--- src/rtl/fpg_pkg.sv ---
package fpg_pkg;
  typedef enum logic [2:0] {
    MODE_IDLE  = 3'd0,
    MODE_PROG  = 3'd1,
    MODE_ERASE = 3'd2,
    MODE_PVER  = 3'd3,
    MODE_EVER  = 3'd4
  } mode_e;

  localparam int ADDR_W = 3;
  localparam int CTRL_W = 4;

  localparam logic [ADDR_W-1:0] ADR_CTRL = 3'd0;
  localparam logic [ADDR_W-1:0] ADR_SLO  = 3'd1;
  localparam logic [ADDR_W-1:0] ADR_SHI  = 3'd2;
  localparam logic [ADDR_W-1:0] ADR_EMU  = 3'd3;
  localparam logic [ADDR_W-1:0] ADR_STAT = 3'd4;

  localparam int BIT_P  = 0;
  localparam int BIT_E  = 1;
  localparam int BIT_PV = 2;
  localparam int BIT_EV = 3;
endpackage

--- src/rtl/fpg_rst_filter.sv ---
module fpg_rst_filter #(
  parameter int MIN_CYC = 20
) (
  input  logic clk,
  input  logic rst_n,
  input  logic op_rst_n,
  output logic srst_o
);
  localparam int CW = $clog2(MIN_CYC + 1);
  localparam logic [CW-1:0] CMAX = CW'(MIN_CYC);

  logic [CW-1:0] cnt_q, cnt_d;
  logic          cnt_en;

  always_comb begin
    cnt_en = 1'b0;
    cnt_d  = cnt_q;
    if (op_rst_n) begin
      cnt_en = (cnt_q != '0);
      cnt_d  = '0;
    end else if (cnt_q != CMAX) begin
      cnt_en = 1'b1;
      cnt_d  = cnt_q + 1'b1;
    end
  end

  always_ff @(posedge clk or negedge rst_n) begin
    if (!rst_n)      cnt_q <= '0;
    else if (cnt_en) cnt_q <= cnt_d;
  end

  assign srst_o = (cnt_q == CMAX);


  srst_needs_low_chk: assert property (@(posedge clk) disable iff (!rst_n)
    srst_o |-> $past(!op_rst_n));
endmodule

--- src/rtl/fpg_regs.sv ---
module fpg_regs
  import fpg_pkg::*;
#(
  parameter int DW      = 8,
  parameter int LO_BLKS = 8,
  parameter int HI_BLKS = 8,
  localparam int NBLK   = LO_BLKS + HI_BLKS
) (
  input  logic              clk,
  input  logic              rst_n,
  input  logic              srst,
  input  logic              wr_en,
  input  logic              rd_en,
  input  logic [ADDR_W-1:0] addr,
  input  logic [DW-1:0]     wdata,
  output logic [CTRL_W-1:0] ctrl_q,
  output logic [NBLK-1:0]   sel_q,
  output logic              emu_q,
  output logic              viol_q,
  output logic              rerr_q,
  output logic [DW-1:0]     rdata_q
);
  logic [CTRL_W-1:0] ctrl_d;
  logic [NBLK-1:0]   sel_d;
  logic              emu_d, viol_d, rerr_d;
  logic [DW-1:0]     rdata_d, rmux;
  logic              wr_ctrl, wr_slo, wr_shi, wr_emu, rd_stat;
  logic              p_w, e_w, both, refuse;
  logic              ctrl_en, sel_en, emu_en, flag_en;

  always_comb begin
    wr_ctrl = wr_en && (addr == ADR_CTRL);
    wr_slo  = wr_en && (addr == ADR_SLO);
    wr_shi  = wr_en && (addr == ADR_SHI);
    wr_emu  = wr_en && (addr == ADR_EMU);
    rd_stat = rd_en && (addr == ADR_STAT);
    p_w     = wdata[BIT_P];
    e_w     = wdata[BIT_E];
    both    = wr_ctrl && p_w && e_w;
    refuse  = wr_ctrl && (p_w ^ e_w) &&
              ((p_w && emu_q) || (e_w && (emu_q || (sel_q == '0))));
  end

  always_comb begin
    ctrl_en = wr_ctrl || srst;
    ctrl_d  = srst ? '0 : wdata[CTRL_W-1:0];
    sel_en  = wr_slo || wr_shi || srst;
    sel_d   = sel_q;
    if (srst)        sel_d = '0;
    else if (wr_slo) sel_d[LO_BLKS-1:0] = wdata[LO_BLKS-1:0];
    else if (wr_shi) sel_d[NBLK-1:LO_BLKS] = wdata[HI_BLKS-1:0];
    emu_en  = wr_emu || srst;
    emu_d   = srst ? 1'b0 : wdata[0];
  end

  always_comb begin
    flag_en = srst || refuse || both || rd_stat;
    if (srst) begin
      viol_d = 1'b0;
      rerr_d = 1'b0;
    end else begin
      viol_d = refuse ? 1'b1 : (rd_stat ? 1'b0 : viol_q);
      rerr_d = both   ? 1'b1 : (rd_stat ? 1'b0 : rerr_q);
    end
  end

  always_comb begin
    rmux = '0;
    case (addr)
      ADR_CTRL: rmux[CTRL_W-1:0]  = ctrl_q;
      ADR_SLO:  rmux[LO_BLKS-1:0] = sel_q[LO_BLKS-1:0];
      ADR_SHI:  rmux[HI_BLKS-1:0] = sel_q[NBLK-1:LO_BLKS];
      ADR_EMU:  rmux[0]           = emu_q;
      ADR_STAT: rmux[1:0]         = {rerr_q, viol_q};
      default:  rmux              = '0;
    endcase
    rdata_d = srst ? '0 : rmux;
  end

  always_ff @(posedge clk or negedge rst_n) begin
    if (!rst_n) begin
      ctrl_q  <= '0;
      sel_q   <= '0;
      emu_q   <= 1'b0;
      viol_q  <= 1'b0;
      rerr_q  <= 1'b0;
      rdata_q <= '0;
    end else begin
      if (ctrl_en)        ctrl_q  <= ctrl_d;
      if (sel_en)         sel_q   <= sel_d;
      if (emu_en)         emu_q   <= emu_d;
      if (flag_en)        viol_q  <= viol_d;
      if (flag_en)        rerr_q  <= rerr_d;
      if (rd_en || srst)  rdata_q <= rdata_d;
    end
  end


  stat_clear_chk: assert property (@(posedge clk) disable iff (!rst_n)
    (rd_stat && !wr_en) |=> (!viol_q && !rerr_q));


  viol_set_chk: assert property (@(posedge clk) disable iff (!rst_n)
    (refuse && !srst) |=> viol_q);
endmodule

--- src/rtl/fpg_mode_fsm.sv ---
module fpg_mode_fsm
  import fpg_pkg::*;
(
  input  logic              clk,
  input  logic              rst_n,
  input  logic              srst,
  input  logic [CTRL_W-1:0] ctrl_i,
  input  logic              sel_any_i,
  input  logic              emu_i,
  output mode_e             mode_q
);
  mode_e mode_d;
  logic  p, e, pv, ev;

  always_comb begin
    p  = ctrl_i[BIT_P];
    e  = ctrl_i[BIT_E];
    pv = ctrl_i[BIT_PV];
    ev = ctrl_i[BIT_EV];
    mode_d = MODE_IDLE;
    if (srst)               mode_d = MODE_IDLE;
    else if (p && e)        mode_d = MODE_IDLE;
    else if (p)             mode_d = emu_i ? MODE_IDLE : MODE_PROG;
    else if (e)             mode_d = (emu_i || !sel_any_i) ? MODE_IDLE : MODE_ERASE;
    else if (pv)            mode_d = MODE_PVER;
    else if (ev)            mode_d = MODE_EVER;
    else                    mode_d = MODE_IDLE;
  end

  always_ff @(posedge clk or negedge rst_n) begin
    if (!rst_n) mode_q <= MODE_IDLE;
    else        mode_q <= mode_d;
  end


  lock_blocks_pe_chk: assert property (@(posedge clk) disable iff (!rst_n)
    emu_i |=> (mode_q != MODE_PROG && mode_q != MODE_ERASE));


  no_sel_no_erase_chk: assert property (@(posedge clk) disable iff (!rst_n)
    !sel_any_i |=> (mode_q != MODE_ERASE));


  both_req_idle_chk: assert property (@(posedge clk) disable iff (!rst_n)
    (ctrl_i[BIT_P] && ctrl_i[BIT_E]) |=> (mode_q == MODE_IDLE));
endmodule

--- src/rtl/fpg_erase_strobe.sv ---
module fpg_erase_strobe #(
  parameter int NBLK = 16
) (
  input  logic            clk,
  input  logic            rst_n,
  input  logic            srst,
  input  logic            erase_act_i,
  input  logic            emu_i,
  input  logic [NBLK-1:0] sel_i,
  output logic [NBLK-1:0] blk_q
);
  logic gate;
  assign gate = erase_act_i && !emu_i && !srst;

  for (genvar i = 0; i < NBLK; i++) begin : g_blk
    logic d;
    assign d = gate && sel_i[i];
    always_ff @(posedge clk or negedge rst_n) begin
      if (!rst_n) blk_q[i] <= 1'b0;
      else        blk_q[i] <= d;
    end
  end


  strobe_in_erase_chk: assert property (@(posedge clk) disable iff (!rst_n)
    (blk_q != '0) |-> $past(erase_act_i));
endmodule

--- src/rtl/flash_pe_guard.sv ---
module flash_pe_guard
  import fpg_pkg::*;
#(
  parameter int DW      = 8,
  parameter int LO_BLKS = 8,
  parameter int HI_BLKS = 8,
  parameter int MIN_RST = 20,
  localparam int NBLK   = LO_BLKS + HI_BLKS
) (
  input  logic              clk,
  input  logic              rst_n,
  input  logic              op_rst_n,
  input  logic              wr_en,
  input  logic              rd_en,
  input  logic [ADDR_W-1:0] addr,
  input  logic [DW-1:0]     wdata,
  output logic [DW-1:0]     rdata,
  output logic [2:0]        mode,
  output logic [NBLK-1:0]   blk_erase,
  output logic              viol_flag,
  output logic              req_err_flag
);
  logic              srst;
  logic [CTRL_W-1:0] ctrl_q;
  logic [NBLK-1:0]   sel_q;
  logic              emu_q;
  mode_e             mode_q;

  fpg_rst_filter #(.MIN_CYC(MIN_RST)) u_rstf (
    .clk(clk), .rst_n(rst_n), .op_rst_n(op_rst_n), .srst_o(srst)
  );

  fpg_regs #(.DW(DW), .LO_BLKS(LO_BLKS), .HI_BLKS(HI_BLKS)) u_regs (
    .clk(clk), .rst_n(rst_n), .srst(srst), .wr_en(wr_en), .rd_en(rd_en),
    .addr(addr), .wdata(wdata), .ctrl_q(ctrl_q), .sel_q(sel_q),
    .emu_q(emu_q), .viol_q(viol_flag), .rerr_q(req_err_flag), .rdata_q(rdata)
  );

  fpg_mode_fsm u_fsm (
    .clk(clk), .rst_n(rst_n), .srst(srst), .ctrl_i(ctrl_q),
    .sel_any_i(sel_q != '0), .emu_i(emu_q), .mode_q(mode_q)
  );

  fpg_erase_strobe #(.NBLK(NBLK)) u_strb (
    .clk(clk), .rst_n(rst_n), .srst(srst),
    .erase_act_i(mode_q == MODE_ERASE), .emu_i(emu_q),
    .sel_i(sel_q), .blk_q(blk_erase)
  );

  assign mode = mode_q;
endmodule

--- config.mk ---
export PLATFORM = sky130hd
export DESIGN_NAME = flash_pe_guard
export DESIGN_NICKNAME = d
export VERILOG_FILES = /design/src/rtl/fpg_pkg.sv /design/src/rtl/fpg_rst_filter.sv /design/src/rtl/fpg_regs.sv /design/src/rtl/fpg_mode_fsm.sv /design/src/rtl/fpg_erase_strobe.sv /design/src/rtl/flash_pe_guard.sv
export SDC_FILE = /design/constraint.sdc
export NUM_CORES = 1
export LEC_CHECK = 0
export ABC_AREA = 1
export BUFFER_PORTS_ARGS = -buffer_cell sky130_fd_sc_hd__buf_2
export CORE_MARGIN = 2
export CORE_UTILIZATION = 32
export CTS_BUF_LIST = sky130_fd_sc_hd__clkbuf_4 sky130_fd_sc_hd__clkbuf_8
export CTS_CLUSTER_SIZE = 16
export DETAILED_ROUTE_END_ITERATION = 7
export PLACE_DENSITY_LB_ADDON = 0.12
export SLEW_MARGIN = 20
export SYNTH_ARGS = -nofsm -noshare
export SYNTH_HDL_FRONTEND = slang
export SYNTH_SLANG_ARGS = --single-unit
--- constraint.sdc ---
create_clock -name clk -period 1.7 [get_ports clk]
set_clock_uncertainty 0.15 [all_clocks]
set_input_delay 0.34 -clock clk [delete_from_list [all_inputs] [get_ports clk]]
set_output_delay 0.34 -clock clk [all_outputs]
set_load 0.05 [all_outputs]
# Yosys cells after proc, flatten, opt, wreduce, memory -nomap -nowiden
# Cells that the tools add are included.
word_totals:
  ff_bits: 55
  inputBits: 16
  output_inout_bits: 29
  elab_cells: 121
classes:
  n_addsub: 1
  eq_ne: 8
  mux: 28
  bitwise: 1
  reduce_logical: 58
op_table:
  columns: ["op", "n"]
  rows:
  - ["2-to-1 mux 8 bit", 4]
  - ["logical AND 1 bit", 30]
  - ["2-to-1 mux 3 bit", 6]
  - ["zero test 16 bit", 1]
  - ["2-to-1 mux 16 bit", 1]
  - ["nonzero test 16 bit", 1]
  - ["logical OR 1 bit", 11]
  - ["2-to-1 mux 5 bit", 2]
  - ["== test 3 x 2 -> 1 bit, second input constant", 3]
  - ["2-to-1 mux 1 bit", 9]
  - ["case mux 4 bit (2 select lines)", 1]
  - ["AND reduction 2 bit", 4]
  - ["case mux 2 bit (3 select lines)", 1]
  - ["nonzero test 2 bit", 3]
  - ["nonzero test 3 bit", 2]
  - ["adder 5 x 1 -> 5 bit, second input constant", 1]
  - ["== test 5 bit, second input constant", 1]
  - ["!= test 5 bit, second input constant", 1]
  - ["case mux 1 bit (5 select lines)", 1]
  - ["nonzero test 5 bit", 1]
  - ["2-to-1 mux 4 bit", 1]
  - ["case mux 1 bit (4 select lines)", 1]
  - ["== test 3 x 1 -> 1 bit, second input constant", 1]
  - ["== test 3 bit, second input constant", 1]
  - ["6 further kinds", 8]

# Logic depth before layout (Yosys ltp)
logic_depth:
  depth_word: 9
  mapped_depth: 8
  ltp_nobuf: 8

# Modules after synthesis
# Synthesis repeated with hierarchy kept, for this count alone.
hier_totals:
  hier_cells: 334
  hier_area_um2: 2656.3
by_module_without_submodules:
  columns: ["module", "n_inst", "cells_each", "area_each_um2"]
  rows:
  - ["fpg_regs", 1, 205, 1565.3]
  - ["fpg_erase_strobe", 1, 52, 581.8]
  - ["fpg_rst_filter", 1, 43, 310.3]
  - ["fpg_mode_fsm", 1, 18, 135.1]
  - ["flash_pe_guard", 1, 16, 63.8]

# Least setup slack after synthesis
# Ideal clock, no wire load.
synth_timing:
  kind: "register to register"
  startpoint: "reg u_rstf.cnt_q[0]"
  endpoint: "reg u_strb.blk_q[7]"
  arrival_ns: 1.280
  required_time_ns: 1.481
  setup_slack_ns: 0.202
  stages_incl_launch_ff: 9
  path_buffers: 1
  path_cell_list: "dfrtp_1 > inv_1 > ha_1 > nand4_2 > inv_2 > nor3_4 > nand3_4 > buf_6 > nor2_2"
synth_between:
  elab_chain_cells: 4
synth_lines:
  columns: ["item", "line", "text"]
  rows:
  - ["start, declared", "fpg_rst_filter.sv:12", "logic [CW-1:0] cnt_q, cnt_d;"]
  - ["start signal, assigned", "fpg_rst_filter.sv:29", "else if (cnt_en) cnt_q <= cnt_d;"]
  - ["== test 5 bit", "fpg_rst_filter.sv:32", "assign srst_o = (cnt_q == CMAX);"]
  - ["zero test 1 bit", "fpg_erase_strobe.sv:13", "assign gate = erase_act_i && !emu_i && !srst;"]
  - ["logical AND 1 bit", "fpg_erase_strobe.sv:13", null]
  - ["logical AND 1 bit", "fpg_erase_strobe.sv:17", "assign d = gate && sel_i[i];"]
  - ["net u_strb.g_blk[7].d", "fpg_erase_strobe.sv:16", "logic d;"]
  - ["end signal, assigned by index", "fpg_erase_strobe.sv:19", "if (!rst_n) blk_q[i] <= 1'b0;"]
  - ["end signal, assigned by index", "fpg_erase_strobe.sv:20", "else blk_q[i] <= d;"]
  - ["end, declared", "fpg_erase_strobe.sv:10", "output logic [NBLK-1:0] blk_q"]
# The timed path passes the listed nets, and every way through them passes these cells.
# A chain may end at the register's enable or synchronous reset.

# Worst setup path in the final report
layout_timing:
  startpoint: "reg u_rstf.cnt_q[0]"
  endpoint: "reg u_strb.blk_q[14]"
layout_between:
  elab_chain_cells: 4
layout_lines:
  columns: ["item", "line"]
  rows:
  - ["== test 5 bit", "fpg_rst_filter.sv:32"]
  - ["zero test 1 bit", "fpg_erase_strobe.sv:13"]
  - ["logical AND 1 bit", "fpg_erase_strobe.sv:13"]
  - ["logical AND 1 bit", "fpg_erase_strobe.sv:17"]
  - ["net u_strb.g_blk[14].d", "fpg_erase_strobe.sv:16"]
# The timed path passes the listed nets, and every way through them passes these cells.

==> key figures <==
Status
  – Status: finished, final reports clean

Yosys
  – Post-synth EDFFs: 0
  – Post-Syn Nets: 304
  – Top-area cell type share of the netlist area: 55.4%
  – Post-synth top area cell: dfrtp_1
  – Mapped Area: 2480 sq um
  – Synth warn: 0
  – Top cell types by occurrence after synthesis: nand2_1 (74), dfrtp_1 (55), inv_1 (36)
  – Synth Flop Type: dfrtp_1
  – Async SR Flop Fraction: 100%
  – Synth area leaders: dfrtp_1 (55%), nand2_1 (11%), o21ai_0 (5.6%)
  – Count of cell types in the netlist: 28
  – Synth Register Bits: 55
  – Post-synthesis sequential area ratio: 55.4%
  – Post-Syn Area per Cell: 8.68 sq um
  – Cell count after synthesis: 286
  – Cell with the most instances after synthesis: nand2_1

Die
  – Die area: about 8500 sq um
  – Top Ports: 45
  – Row Count: 32
  – Die X: 92.1 um
  – Chip Height: 92.1 um
  – Core footprint: 7610 sq um
  – Initial Util: 32.6%

Route
  – Initial DRC Count: around 110
  – DRC viols: 0
  – Post-route ant nets: 0
  – Vias: 2012
  – Drt wl/cell: 13.4 um
  – Vias per inst: 4.47
  – DRT Wirelength: 6.04 mm
  – Drt pass-1 iters: 4

Layout
  – P&R area growth vs syn: 24.1%
  – Multi-input gate area: 946 sq um
  – Antenna fix cells: 0
  – Fin area: approximately 3100 sq um
  – Reg area: around 1400 sq um
  – Fillers: between 700 and 800
  – Layout cells sized above 1: 29.3%
  – Non-Filler Instances: 450
  – Nets@finish: 365

GRT
  – Largest net degree at the start of global routing: 56
  – Vias in the first global route: 1964
  – Total gr overflow: 0
  – First-pass GRT wire length: 9.77 mm
  – Total GRT Usage: 14.7%
  – Antenna violations before repair: 0

Setup path
  – WP data arrival: 1.75 ns
  – Worst r2r src: u_rstf.cnt_q[0]
  – Worst Setup SP: u_rstf.cnt_q[0]
  – CP Capture Type: flip-flop
  – Reg2Reg Setup Slack: 0.05 ns
  – Critical Path End: u_strb.blk_q[14]
  – Critical Path Source Type: flip-flop
  – Setup Crit Path Kind: flip-flop to flip-flop
  – Data required time of the worst path: ~1.8 ns
  – R2R Path End: u_strb.blk_q[14]
  – Max Fanout on Critical Path: 8
  – Reg2Reg Depth: 8

Run
  – Max Cap Violations: 0

Placement
  – Gpl congestion: 0.810
  – Buffers on Ports: 44
  – Post-DP HPWL: 4.21 mm
  – Placed insts: roughly 430
  – Cell area after placement: 2840 sq um

Power
  – Max VDD drop: 0.565 mV
  – Leakage power: 1.62 nW
  – Total power draw: 3.38 mW
  – PwrDens: approximately 1100 nW/um^2

Clock tree
  – CTS Buf Count: 5
  – TritonCTS clock tree: done
  – Clock latency on the worst-skew pair: about 0.31 ns
  – Clk pin slew, worst setup/hold paths: 0.11 ns
  – CTS root buf: clkbuf_8
  – H-tree levels: 2
  – Deepest clock path buffer count: 2
  – CTS Sinks: 55

Timing
  – Setup Viol. Count Final: 0
  – Final period utilization: about 97%
  – Final setup TNS: 0 ns
  – Final hold viol count: 0
  – Final Slew Violations: 0
  – WHS: between 0.05 and 0.06 ns
  – Clock period minus worst slack: 1.65 ns
  – RSZ-0062 raised after global routing: yes
  – Fmax: between 0.6 and 0.7 GHz
  – Slew @ Worst Pin: 0.299 ns
  – Slew Limit Headroom: 80.0%

Hold path
  – Tightest Hold Check Type: primary input to flip-flop
worst min path at each step:
stage | start | endpoint | slack (ns) | cells past startpoint
after global routing | op_rst_n | u_rstf.cnt_q[2] | 0.05 | 2
after global placement | rst_n | u_strb.blk_q[7] | 0.21 | 2
final | op_rst_n | u_rstf.cnt_q[2] | 0.06 | 2
after floorplan | rst_n | u_fsm.mode_q[0] | -0.11 | 0
after detailed placement | rst_n | u_strb.blk_q[7] | 0.21 | 2
after CTS | op_rst_n | u_rstf.cnt_q[2] | 0.05 | 2
flip-flops by register name, indices dropped and copies added, names as in the netlist:
register and flops:
u_regs.sel_q 16, u_strb.blk_q 16, u_regs.rdata_q 8, u_rstf.cnt_q 5
u_regs.ctrl_q 4, u_fsm.mode_q 3, u_regs.emu_q 1, u_regs.rerr_q 1
u_regs.viol_q 1
area by class of cell:
cell class / count / area share [%]
clock buffer: 6 / 2.48
clock inverter: 2 / 0.568
inverter: 46 / 5.77
multi-input combinational: 182 / 30.7
sequential: 55 / 44.7
tap: 102 / 4.14
timing repair buffer: 57 / 11.7
stage by stage:
stage | utilization (%) | worst slack (ns)
6_report | 40.5 | 0.0512
4_1_cts | 38.9 | 0.0634
3_3_place_gp | 37.3 | 0.0645
3_5_place_dp | 37.3 | -0.0347
2_1_floorplan | - | 0.202
5_1_grt | 40.5 | -0.00817
report_power, final:
group          internal, mW  total (mW)  switching [mW]
sequential             1.50        1.63           0.135
clock                 0.313       0.756           0.442
combinational         0.320       0.996           0.676
kinds of logic (layout without fill, tap and decap cells):
group                    Yosys count  count (layout)  synth area share, %
AND/OR/NAND/NOR                  134             134                 25.4
flip-flops                        55              55                 55.4
buffers and inverters             49             111                 8.16
AO/OA/AOI/OAI                     44              44                 9.32
adder cells (fa/ha/maj)            2               2                 1.01
XOR/XNOR                           2               2                0.705
worst max-delay path, cell delays in order, from the launching register on:
cell,delay (ns)
dfrtp_1,0.40
inv_2,0.07
ha_4,0.17
nand4_4,0.07
clkinv_4,0.09
nor3_4,0.23
nand3_4,0.13
clkbuf_16,0.20
nor2_1,0.08
cell usage in the layout (no fill, tap or decap), types with 5 or more instances in the layout:
cell type,synthesis,final
buf_2,0,44
dfrtp_1,55,55
nor2_2,10,14
buf_4,1,8
o22ai_1,5,5
o21ai_0,28,28
clkbuf_8,0,5
nand2_1,74,73
a21oi_1,7,7
nor2_1,27,22
nand3_1,10,10
inv_2,10,11
inv_1,36,34
what timing repair did:
action / CTS / global route
pin swaps: 1 / 4
endpoints found under the hold margin: 55 / 0
buffers inserted: 1 / 7
gates resized for setup: 0 / 14
cloned: 0 / 1
hold buffers: 1 / 0
setup endpoints to repair: 11 / 35
per-layer routing:
metal	track usage, %	routed length, um	vias to the layer above
li1	-	-	1017
met1	20.5	2860	951
met2	23.9	2920	40
met3	2.47	200	4
met4	3.73	55	0
met5	0	0	-
Note: power is estimated with default switching activity, not from simulation.
